### config.mk
export PLATFORM = sky130hd
export DESIGN_NAME = fp_half_single_cvt
export DESIGN_NICKNAME = d
export VERILOG_FILES = /design/src/rtl/fpcvt_pkg.sv /design/src/rtl/fpcvt_widen.sv /design/src/rtl/fpcvt_narrow.sv /design/src/rtl/fp_half_single_cvt.sv
export SDC_FILE = /design/constraint.sdc
export NUM_CORES = 1
export LEC_CHECK = 0
export BUFFER_PORTS_ARGS = -buffer_cell sky130_fd_sc_hd__clkbuf_2
export CAP_MARGIN = 10
export CORE_ASPECT_RATIO = 1.5
export CORE_UTILIZATION = 40
export CTS_CLUSTER_SIZE = 14
export DETAILED_ROUTE_END_ITERATION = 8
export GPL_TIMING_DRIVEN = 0
export MAX_ROUTING_LAYER = met4
export SYNTH_ARGS = -nofsm -noshare
export SYNTH_HDL_FRONTEND = slang
export SYNTH_HIERARCHICAL = 1
export SYNTH_SLANG_ARGS = --single-unit
### constraint.sdc
create_clock -name clk -period 7.45 [get_ports clk]
set_input_delay 0.745 -clock clk [delete_from_list [all_inputs] [get_ports clk]]
set_output_delay 0.745 -clock clk [all_outputs]
set_load 0.02 [all_outputs]
### src/rtl/fpcvt_pkg.sv
`timescale 1ns/1ps
package fpcvt_pkg;
  localparam int H_EXP = 5;
  localparam int H_MAN = 10;
  localparam int S_EXP = 8;
  localparam int S_MAN = 23;
  localparam int H_BIAS = (1 << (H_EXP - 1)) - 1;
  localparam int S_BIAS = (1 << (S_EXP - 1)) - 1;
  localparam int BIAS_GAP = S_BIAS - H_BIAS;
  localparam int DEN_BASE = BIAS_GAP - H_MAN + 1;
  localparam int NRW_SHIFT = S_MAN - H_MAN;
  localparam int NRW_SHMAX = S_MAN + 3;
  localparam logic [31:0] S_QNAN = 32'h7FC0_0000;
  localparam logic [15:0] H_QNAN = 16'h7E00;
  localparam logic [H_EXP+H_MAN-1:0] H_INF_MAG = 15'h7C00;
  localparam logic [H_EXP+H_MAN-1:0] H_MAX_MAG = 15'h7BFF;

  typedef enum logic [1:0] {
    RM_NEAR = 2'd0,
    RM_ZERO = 2'd1,
    RM_UP   = 2'd2,
    RM_DOWN = 2'd3
  } rmode_e;
endpackage

### src/rtl/fpcvt_widen.sv
`timescale 1ns/1ps
module fpcvt_widen
  import fpcvt_pkg::*;
(
  input  logic [15:0] h_in,
  output logic [31:0] f_out
);
  logic             sgn;
  logic [H_EXP-1:0] ex;
  logic [H_MAN-1:0] mn;
  assign {sgn, ex, mn} = h_in;

  // leading-one position of a subnormal fraction
  logic [3:0]     lead;
  logic [H_MAN:0] nrm;
  logic [7:0]     den_exp;

  always_comb begin
    lead = 4'd0;
    for (int i = 0; i < H_MAN; i++) begin
      if (mn[i]) lead = 4'(i);
    end
  end

  assign nrm     = {1'b0, mn} << (4'(H_MAN) - lead);
  assign den_exp = 8'(lead) + 8'(DEN_BASE);

  always_comb begin
    if (ex == '1) begin
      f_out = (mn != '0) ? S_QNAN : {sgn, 8'hFF, 23'd0};
    end else if (ex == '0) begin
      if (mn == '0) f_out = {sgn, 31'd0};
      else          f_out = {sgn, den_exp, nrm[H_MAN-1:0], 13'd0};
    end else begin
      f_out = {sgn, 8'(ex) + 8'(BIAS_GAP), mn, 13'd0};
    end
  end
endmodule

### src/rtl/fpcvt_narrow.sv
`timescale 1ns/1ps
module fpcvt_narrow
  import fpcvt_pkg::*;
(
  input  logic [31:0] f_in,
  input  logic [1:0]  rmode,
  input  logic        trunc,
  output logic [31:0] h_out
);
  localparam int MAGW = H_EXP + H_MAN;
  localparam int EXTW = S_MAN + 1 + NRW_SHMAX;
  localparam int KEPW = H_MAN + 1;
  localparam int SHDW = KEPW + NRW_SHMAX;

  logic             sgn;
  logic [S_EXP-1:0] ex;
  logic [S_MAN-1:0] mn;
  assign {sgn, ex, mn} = f_in;

  logic is_nan, is_inf;
  assign is_inf = (ex == '1) && (mn == '0);
  assign is_nan = (ex == '1) && (mn != '0);

  rmode_e mode;
  assign mode = trunc ? RM_ZERO : rmode_e'(rmode);

  // target half exponent, signed; subnormal singles act as exponent 1
  logic signed [9:0] eh;
  assign eh = $signed({2'b00, (ex == '0) ? 8'd1 : ex}) - 10'sd112;

  logic [4:0] sh;
  always_comb begin
    if (eh >= 10'sd1)        sh = 5'(NRW_SHIFT);
    else if (eh <= -10'sd12) sh = 5'(NRW_SHMAX);
    else                     sh = 5'(10'sd14 - eh);
  end

  logic [EXTW-1:0] ext;
  logic [SHDW-1:0] shd;
  logic [KEPW-1:0] kept;
  logic            rnd, stk, inexact;
  assign ext     = {(ex != '0), mn, {NRW_SHMAX{1'b0}}};
  assign shd     = SHDW'(ext >> sh);
  assign kept    = shd[SHDW-1:NRW_SHMAX];
  assign rnd     = shd[NRW_SHMAX-1];
  assign stk     = |shd[NRW_SHMAX-2:0];
  assign inexact = rnd | stk;

  logic up;
  always_comb begin
    case (mode)
      RM_NEAR: up = rnd & (stk | kept[0]);
      RM_ZERO: up = 1'b0;
      RM_UP:   up = inexact & ~sgn;
      default: up = inexact & sgn;
    endcase
  end

  // the increment carries into the exponent field on its own
  logic [MAGW-1:0] base, mag;
  assign base = (eh >= 10'sd1) ? ({eh[4:0] - 5'd1, {H_MAN{1'b0}}} + MAGW'(kept))
                               : MAGW'(kept);
  assign mag  = base + MAGW'(up);

  logic            ovf, ovf_inf;
  logic [MAGW-1:0] ovf_mag;
  assign ovf     = eh >= 10'sd31;
  assign ovf_inf = (mode == RM_NEAR) || (mode == RM_UP && !sgn) || (mode == RM_DOWN && sgn);
  assign ovf_mag = ovf_inf ? H_INF_MAG : H_MAX_MAG;

  always_comb begin
    if (is_nan)      h_out = {16'd0, H_QNAN};
    else if (is_inf) h_out = {16'd0, sgn, H_INF_MAG};
    else if (ovf)    h_out = {16'd0, sgn, ovf_mag};
    else             h_out = {16'd0, sgn, mag};
  end
endmodule

### src/rtl/fp_half_single_cvt.sv
`timescale 1ns/1ps
module fp_half_single_cvt
  import fpcvt_pkg::*;
(
  input  logic        clk,
  input  logic        rst,
  input  logic        in_valid,
  input  logic        in_dir,
  input  logic [1:0]  in_rmode,
  input  logic        in_trunc,
  input  logic [31:0] in_operand,
  output logic        out_valid,
  output logic [31:0] out_result
);
  logic [31:0] w_res, n_res, sel_res;

  fpcvt_widen u_widen (
    .h_in  (in_operand[15:0]),
    .f_out (w_res)
  );

  fpcvt_narrow u_narrow (
    .f_in  (in_operand),
    .rmode (in_rmode),
    .trunc (in_trunc),
    .h_out (n_res)
  );

  assign sel_res = in_dir ? n_res : w_res;

  always_ff @(posedge clk) begin
    if (rst) begin
      out_valid  <= 1'b0;
      out_result <= '0;
    end else begin
      out_valid <= in_valid;
      if (in_valid) out_result <= sel_res;
    end
  end

  // latency and hold
  assert_valid_follows_R11: assert property (@(posedge clk) disable iff (rst)
    in_valid |=> out_valid);
  assert_idle_hold_R11: assert property (@(posedge clk) disable iff (rst)
    !in_valid |=> (!out_valid && $stable(out_result)));

  // NaN canonicalisation on both paths
  assert_wide_nan_R4: assert property (@(posedge clk) disable iff (rst)
    (in_valid && !in_dir && in_operand[14:10] == 5'h1F && in_operand[9:0] != '0)
      |=> out_result == S_QNAN);
  assert_narrow_nan_R4: assert property (@(posedge clk) disable iff (rst)
    (in_valid && in_dir && in_operand[30:23] == 8'hFF && in_operand[22:0] != '0)
      |=> out_result == {16'd0, H_QNAN});

  // narrowing result is zero-extended
  assert_upper_zero_R10: assert property (@(posedge clk) disable iff (rst)
    (in_valid && in_dir) |=> out_result[31:16] == 16'd0);

  // toward-zero never creates an infinity from a finite input
  assert_rtz_finite_R7: assert property (@(posedge clk) disable iff (rst)
    (in_valid && in_dir && (in_trunc || in_rmode == 2'd1) && in_operand[30:23] != 8'hFF)
      |=> out_result[14:10] != 5'h1F);

  // widening keeps the sign of every non-NaN value
  assert_sign_kept_R3: assert property (@(posedge clk) disable iff (rst)
    (in_valid && !in_dir && !(in_operand[14:10] == 5'h1F && in_operand[9:0] != '0))
      |=> out_result[31] == $past(in_operand[15]));
endmodule

==> metrics, run 1 <==
VDD IR max=0.0001042 V; power density cells=around 140 mW/mm^2; I/O pins=between 70 and 80; Leak=2.628 nW; final setup margin=between 0.6 and 0.7 ns; R2R setup slack=6.71 ns; DR pass1 iterations=7; sequential area share after synthesis=0.1170; Post-synth ARST share=0; Std-Cell Rows=52; DRT Wirelength=between 20000 and 25000 um; slowest CP cell=clkbuf_1; Setup WS pre-CTS=0.5298 ns; commonest non-fill, non-tap cells in the layout=78 x nor2_1, 64 x clkbuf_2, 58 x a211oi_1, 57 x a21oi_1, 46 x nand2_1; status=finished clean; setup violators final=0; Initial DRC Count=roughly 420; Synth Warn #=6; core area=~0.014 sq mm; Num CTS Buffers=5; GPL Wtd Cong=between 1 and 1.5; WP buf/inv=7; grt total ovfl=0; Max Buffers Root-to-Sink=2; Antenna Cells=0; DR DRC count=0; CTS HTree Levels=2; nets=about 950; Setup Fix Bufs, Post-CTS=0; hold_ws=roughly 0.48 ns; Total GRT Usage=0.2936; Hold Crit Class=flop to flop; Fin Setup TNS=0 ns; final cycle utilization of the critical path=0.9135; Final Critical Period=6.805 ns; RSZ-0062 raised after global routing=no; CP top delay family=compound AO/OA/AOI/OAI gates; Avg Cell Area, Syn=7.058 sq um; max_slew headroom=0.4600; vias in the first global route=between 6000 and 7000; number of synthesized flops with an enable pin=0; Area Overhead vs Synth=14.43%; WHS Endpoint=out_result[22]; TritonCTS clock tree=built; starting density of the core=0.4133; Data required, critical path=~7.6 ns; Arrival @ worst endpoint=~7.0 ns; latest clock arrival within the worst-skew pair=0.28 ns; Synth Flop Type=dfxtp_1; Vias=approximately 6700; crit-path max FO=10; DIE WIDTH=99.01 um; first-pass GRT wire length=33000 um; average wire per standard cell=between 15 and 20 um; Levels on crit path=25; most common cell after layout, fill and taps aside=nor2_1; Vias/cell=between 6 and 7; hold path startpoint=out_result[22]; pin count of the biggest net entering global routing=15; Setup crit end kind=flop; antenna violation net count after detailed routing=0; Port Buffer Count=64; Clock Sinks=33; area of the mapped netlist=approximately 0.0056 sq mm; CTS root buf=clkbuf_16; Synth Register Bits=33; CP Class=primary input to flop; Netlist cell types=90; Post-DP HPWL=16570 um; Hold Path Depth=2; initial antenna violation count=0; Fmax=approximately 0.15 GHz; Die H=about 150 um; Worst-Margin Slew=0.8057 ns; Pwr Total=0.9354 mW; worst r2r path cells=2; Crit Reg-Reg Endpoint=out_result[11]; CTS Hold Bufs=0; clk slew on worst S/H paths=~0.050 ns; skew final=0 ns; Crit Reg-Reg Startpoint=out_result[11]; CP max stage delay=approximately 0.53 ns; Die Area=about 0.015 sq mm; Max-Cap Viols=0; post-synthesis cell count=800; final hold viol count=0; CP Launch Type=primary input; Slew Viols, Final=0; layout cells sized above 1=0.1791; PostCTS Resize Cnt=0
[Yosys cell counts (8+ instances only)]
library cell / instances / area (sq um)
mux2i_1: 40 / 400.4
nor2_1: 78 / 292.8
inv_1: 23 / 86.33
o221ai_1: 9 / 78.83
o22ai_1: 12 / 75.07
nand2_1: 46 / 172.7
dfxtp_1: 33 / 660.6
ha_1: 11 / 137.6
nor4_1: 18 / 112.6
buf_2: 12 / 60.06
o21ai_0: 43 / 215.2
nand4_1: 11 / 68.82
nor2b_1: 8 / 50.05
buf_4: 31 / 232.7
o211ai_1: 10 / 75.07
and3_1: 16 / 100.1
nand2b_1: 13 / 81.33
clkbuf_1: 37 / 138.9
or3_1: 9 / 56.30
a31oi_1: 15 / 93.84
a211oi_1: 58 / 435.4
nand3_1: 23 / 115.1
nor3_1: 23 / 115.1
a21oi_1: 57 / 285.3
[cell families (layout without fill, tap and decap cells)]
family,count (synthesis),count (layout),share of synthesized area
flip-flops,33,33,0.1170
adder cells (fa/ha/maj),11,11,0.02437
XOR/XNOR,12,12,0.02194
multiplexers,40,40,0.07091
buffers and inverters,119,191,0.1212
other,2,29,0.001330
AND/OR/NAND/NOR,282,282,0.2610
AO/OA/AOI/OAI,301,301,0.3822
[final cells by class]
class,count,area [sq um]
Sequential cell,33,660.6
Fill cell,1493,7202
Clock inverter,3,65.06
Inverter,23,86.33
Tap cell,162,202.7
Multi-Input combinational cell,675,4403
Timing Repair Buffer,64,320.3
Clock buffer,5,125.1
Buffer,96,598.1
[worst register-to-register path, stage by stage, from the launching register on]
cell and delay [ns]:
dfxtp_1 0.34, nor2_1 0.05, a211oi_1 0.25
[power by group]
group / total, mW / leakage (nW) / internal [mW] / switching, mW
clock network: 0.270 / 0.0938 / 0.191 / 0.0792
registers: 0.199 / 0.275 / 0.191 / 0.00733
logic: 0.467 / 2.26 / 0.170 / 0.297
[routing by layer]
metal	vias to the layer above	GRT usage	share of wire
met1	3096	0.3209	0.39
li1	3202	-	-
met2	326	0.5192	0.51
met5	-	-	0
met3	84	0.02222	0.048
met4	0	0.1701	0.055
[flip-flops by register name, indices dropped and copies added (netlist names)]
signal,cells
out_result,32
out_valid,1
[metrics by stage]
stage	util	area (sq um)	cells
after detailed placement	0.4590	6271	1053
after global routing	0.4729	6461	1061
after global placement	0.4590	6271	1053
final	0.4729	6461	1061
after floorplan	-	5748	827
after CTS	0.4729	6461	1061
[how the worst max path moves through the flow]
stage,startpoint,endpoint,slack (ns)
finish,in_operand[27],out_result[10],0.64
floorplan,in_operand[27],out_result[14],2.09
detailed placement,in_operand[27],out_result[14],0.53
global route,in_operand[27],out_result[10],0.34
CTS,in_operand[27],out_result[14],0.80
global placement,in_operand[27],out_result[14],0.48
No activity file was read; power rests on OpenSTA's default activity.
==> inputs of run 2 (changes only) <==
- CELL_PAD_IN_SITES_DETAIL_PLACEMENT: not set -> 0
- CELL_PAD_IN_SITES_GLOBAL_PLACEMENT: not set -> 1
- CORE_MARGIN: not set -> 3
- PLACE_DENSITY_LB_ADDON: not set -> 0.1
==> metrics, run 2 (synthesized netlist as in run 1, its figures left out) <==
status=finished clean; Setup Fix Bufs, Post-CTS=0; Clock Sinks=33; average wire per standard cell=between 20 and 25 um; slowest CP cell=clkbuf_1; CP max stage delay=0.42 ns; CP Class=primary input to flop; TritonCTS clock tree=built; commonest non-fill, non-tap cells in the layout=78 x nor2_1, 64 x clkbuf_2, 58 x a211oi_1, 57 x a21oi_1, 46 x nand2_1; max_slew headroom=0.4195; most common cell after layout, fill and taps aside=nor2_1; internal power=slightly below 0.5 mW; power density cells=136.0 mW/mm^2; Max Used Layer=met4; Die H=~150 um; CTS root buf=clkbuf_16; RSZ-0062 raised after global routing=no; Vias/cell=about 6.4; routed wire length on met2=between 10000 and 15000 um; setup violators final=0; WP buf/inv=5; Hold Crit Class=flop to flop; Post-DP HPWL=between 15000 and 20000 um; Fin Setup TNS=0 ns; VDD IR max=0.00009189 V; Worst-Margin Slew=0.8661 ns; Net Sw Power=0.3892 mW; Top reg by flops=out_result; final hold viol count=0; Reg power frac=0.228; Setup crit end kind=flop; Std-Cell Rows=52; Final Critical Period=6.848 ns; Antenna Cells=0; GPL Wtd Cong=approximately 1; Total GRT Usage=0.2928; Fmax=between 0.1 and 0.15 GHz; latest clock arrival within the worst-skew pair=approximately 0.28 ns; max FFs per register=32; CTS HTree Levels=2; nets=948; DIE WIDTH=between 100 and 150 um; combinational power share=0.542; Initial DRC Count=~500; hold_ws=0.4808 ns; biggest regs=out_result: 32 flops, out_valid: 1 flops; core area=between 0.01 and 0.015 sq mm; pin count of the biggest net entering global routing=15; layout cells sized above 1=0.1791; I/O pins=a little over 70; vias in the first global route=~6500; DRT Wirelength=22480 um; DR DRC count=0; starting density of the core=0.4133; Arrival @ worst endpoint=slightly above 7 ns; clock network power share=0.230; first-pass GRT wire length=about 35000 um; Vias=roughly 6700; Port Buffer Count=64; crit-path max FO=10; initial antenna violation count=0; Max Buffers Root-to-Sink=2; Num CTS Buffers=5; Data required, critical path=about 7.7 ns; Area Overhead vs Synth=13.58%; antenna violation net count after detailed routing=0; grt total ovfl=0; Metal-1 WL=8562 um; switch share=0.4463; Die Area=0.01561 sq mm; final cycle utilization of the critical path=0.9193; CP Launch Type=primary input; Design Area, Final=between 0.006 and 0.007 sq mm; Leak=2.603 nW; PostCTS Resize Cnt=0; Slew Viols, Final=0; met3 wire length=1226 um; DR pass1 iterations=5; CTS Hold Bufs=0; clk slew on worst S/H paths=about 0.05 ns; placed cell areas=about 0.0063 sq mm; CP Cell Sequence=clkbuf_2 > clkbuf_1 > inv_1 > ha_1 > nor4b_1 > a41o_1 > o21ai_0 > buf_1 > nand2_1 > clkbuf_1 > a211oi_1 > o21ai_0 > nor3_1 > o211ai_1 > a221oi_1 > o32ai_1 > ha_1 > nand3_2 > nor2_1 > a21oi_1 > a311oi_1 > mux2i_1 > a211oi_1; CP top delay family=compound AO/OA/AOI/OAI gates; Max-Cap Viols=0; skew final=0 ns
[run 2: final timing paths]
kind | start | to | slack (ns) | cells past startpoint
min reg2reg | out_result[22] | out_result[22] | 0.48 | 2
min | out_result[22] | out_result[22] | 0.48 | 2
max reg2reg | out_result[17] | out_result[17] | 6.75 | 2
max | in_operand[27] | out_result[6] | 0.60 | 23
[run 2: cell type report]
cell class	count	area, sq um
multi-input cells	675	4403
plain buffers	96	598.1
inverters	23	86.33
clock inverters	3	17.52
well taps	162	202.7
flip-flops and latches	33	660.6
clock buffers	5	125.1
fillers	1435	7249
repair buffers	64	320.3
[run 2: worst min-delay path, cell delays in order, from the launching register on]
cell      delay, ns
dfxtp_1        0.31
nor2_1         0.08
a211oi_1       0.05
[run 2: per-layer routing]
metal,GRT usage,vias to the layer above
met5,-,-
met3,0.01787,90
met1,0.3251,3134
li1,-,3200
met2,0.5206,323
met4,0.1471,0
[run 2: through the flow]
step / worst slack, ns / std cells / utilization / total power, mW
floorplan: 2.086 / 827 / - / 0.5272
global placement: 0.4669 / 1053 / 0.4590 / 0.6618
detailed placement: 0.4399 / 1053 / 0.4590 / 0.6645
CTS: 0.7199 / 1061 / 0.4694 / 0.8663
global route: 0.1693 / 1061 / 0.4694 / 0.9221
finish: 0.6016 / 1061 / 0.4694 / 0.8721
[run 2: power by group through the flow]
stage | sequential [mW] | combinational, mW | clock, mW
CTS | 0.199 | 0.464 | 0.204
global route | 0.200 | 0.512 | 0.210
detailed placement | 0.202 | 0.462 | 0
finish | 0.199 | 0.473 | 0.200
floorplan | 0.219 | 0.308 | 0
global placement | 0.202 | 0.460 | 0
==> inputs of run 3 (changes only) <==
- CELL_PAD_IN_SITES_DETAIL_PLACEMENT: 0 -> 1
==> metrics, run 3 (synthesized netlist as in run 1, its figures left out) <==
skew final=0 ns; Worst-Margin Slew=0.8421 ns; grt total ovfl=0; Std-Cell Rows=52; Die H=151.5 um; PostCTS Resize Cnt=0; Setup WS pre-CTS=0.3078 ns; most common cell after layout, fill and taps aside=nor2_1; Port Buffer Count=64; first-pass GRT wire length=approximately 38000 um; final hold viol count=0; combinational power share=0.522; Arrival @ worst endpoint=roughly 7.2 ns; status=finished clean; power density cells=143.0 mW/mm^2; Die Area=0.01561 sq mm; clk slew on worst S/H paths=0.06 ns; DR pass1 iterations=5; GPL Wtd Cong=0.9811; final cycle utilization of the critical path=0.9446; max_slew headroom=0.4355; Post-DP HPWL=19210 um; setup violators final=0; Vias/cell=approximately 6.5; Design Area, Final=0.006440 sq mm; final setup margin=slightly above 0.4 ns; layout cells sized above 1=0.1782; initial antenna violation count=0; DRT Wirelength=23960 um; Fmax=approximately 0.14 GHz; CTS HTree Levels=2; latest clock arrival within the worst-skew pair=~0.27 ns; Hold Crit Class=flop to flop; RSZ-0062 raised after global routing=no; Initial DRC Count=~350; commonest non-fill, non-tap cells in the layout=78 x nor2_1, 64 x clkbuf_2, 58 x a211oi_1, 57 x a21oi_1, 46 x nand2_1; Slew Viols, Final=0; CP Class=primary input to flop; VDD IR max=between 0.00015 and 0.0002 V; CTS root buf=clkbuf_16; crit-path max FO=10; Placed Cells=approximately 1100; TritonCTS clock tree=built; Clock Sinks=33; placed cell areas=0.006271 sq mm; post-layout util=0.4713; max FFs per register=32; Area Overhead vs Synth=14.05%; Final Critical Period=a little over 7 ns; nets=between 900 and 1000; CTS Hold Bufs=0; Pwr Total=about 0.92 mW; CP Launch Type=primary input; Leak=~2.6 nW; vias in the first global route=between 7000 and 8000; DR DRC count=0; Antenna Cells=0; I/O pins=72; Net Sw Power=about 0.39 mW; average wire per standard cell=roughly 23 um; Reg power frac=0.216; Setup crit end kind=flop; Total GRT Usage=0.3165; Setup Fix Bufs, Post-CTS=0; clock network power share=0.262; Top reg by flops=out_result; Max Buffers Root-to-Sink=2; starting density of the core=0.4133; pin count of the biggest net entering global routing=15; biggest regs=out_result: 32 flops, out_valid: 1 flops; Num CTS Buffers=5; Data required, critical path=7.64 ns; switch share=0.4270; Fin Setup TNS=0 ns; hold_ws=just under 0.5 ns; internal power=0.5275 mW; DIE WIDTH=103.0 um; core area=0.01366 sq mm; post-route insts no fill=about 1100; Vias=6925; Max-Cap Viols=0; antenna violation net count after detailed routing=0
-- run 3: cell count changes in the layout (fill, tap and decap cells not counted) --
cell | previous run | this run
bufinv_16 | 0 | 1
clkbuf_8 | 0 | 1
clkinv_2 | 2 | 0
clkinvlp_4 | 1 | 0
-- run 3: power by group through the flow --
| stage | clock [mW] | sequential (mW) | combinational (mW) |
|---|---|---|---|
| 2_1_floorplan | 0 | 0.219 | 0.308 |
| 3_3_place_gp | 0 | 0.202 | 0.460 |
| 3_5_place_dp | 0 | 0.202 | 0.469 |
| 4_1_cts | 0.245 | 0.199 | 0.472 |
| 5_1_grt | 0.252 | 0.201 | 0.521 |
| 6_report | 0.241 | 0.199 | 0.481 |
-- run 3: final timing paths --
kind,to,slack (ns),from,depth (start not counted)
worst max register to register,out_result[24],6.73,out_result[24],2
worst min register to register,out_result[11],0.48,out_result[11],2
worst max-delay path,out_result[6],0.41,in_operand[27],25
worst min-delay path,out_result[11],0.48,out_result[11],2
-- run 3: worst max-delay path: stages --
cell and delay (ns):
clkbuf_2 0.15, clkbuf_1 0.35, inv_1 0.18, ha_1 0.38, nor4b_1 0.42, a41o_1 0.42
or2_2 0.18, inv_1 0.05, buf_2 0.20, a21oi_4 0.32, clkbuf_1 0.57, clkbuf_1 0.55
a211oi_1 0.16, o21ai_0 0.25, o22ai_1 0.12, a31oi_1 0.18, nor4_1 0.10, o32ai_1 0.26
ha_1 0.28, nand3_2 0.11, nor2_1 0.41, a21oi_1 0.12, a311oi_1 0.34, mux2i_1 0.13
a211oi_1 0.24
-- run 3: metal layers --
metal	track usage	routed length, um	up-vias	share of wire
met5	-	0	-	0
met4	0.1588	1181	0	0.049
met3	0.02794	899	86	0.038
met2	0.5790	12690	255	0.53
met1	0.3321	9193	3382	0.38
li1	-	-	3202	-
-- run 3: layout make-up --
type / instances / area (sq um)
Sequential cell: 33 / 660.6
Buffer: 95 / 594.3
Timing Repair Buffer: 64 / 320.3
Fill cell: 1809 / 7223
Clock inverter: 1 / 30.03
Tap cell: 162 / 202.7
Clock buffer: 7 / 142.6
Multi-Input combinational cell: 675 / 4403
Inverter: 23 / 86.33
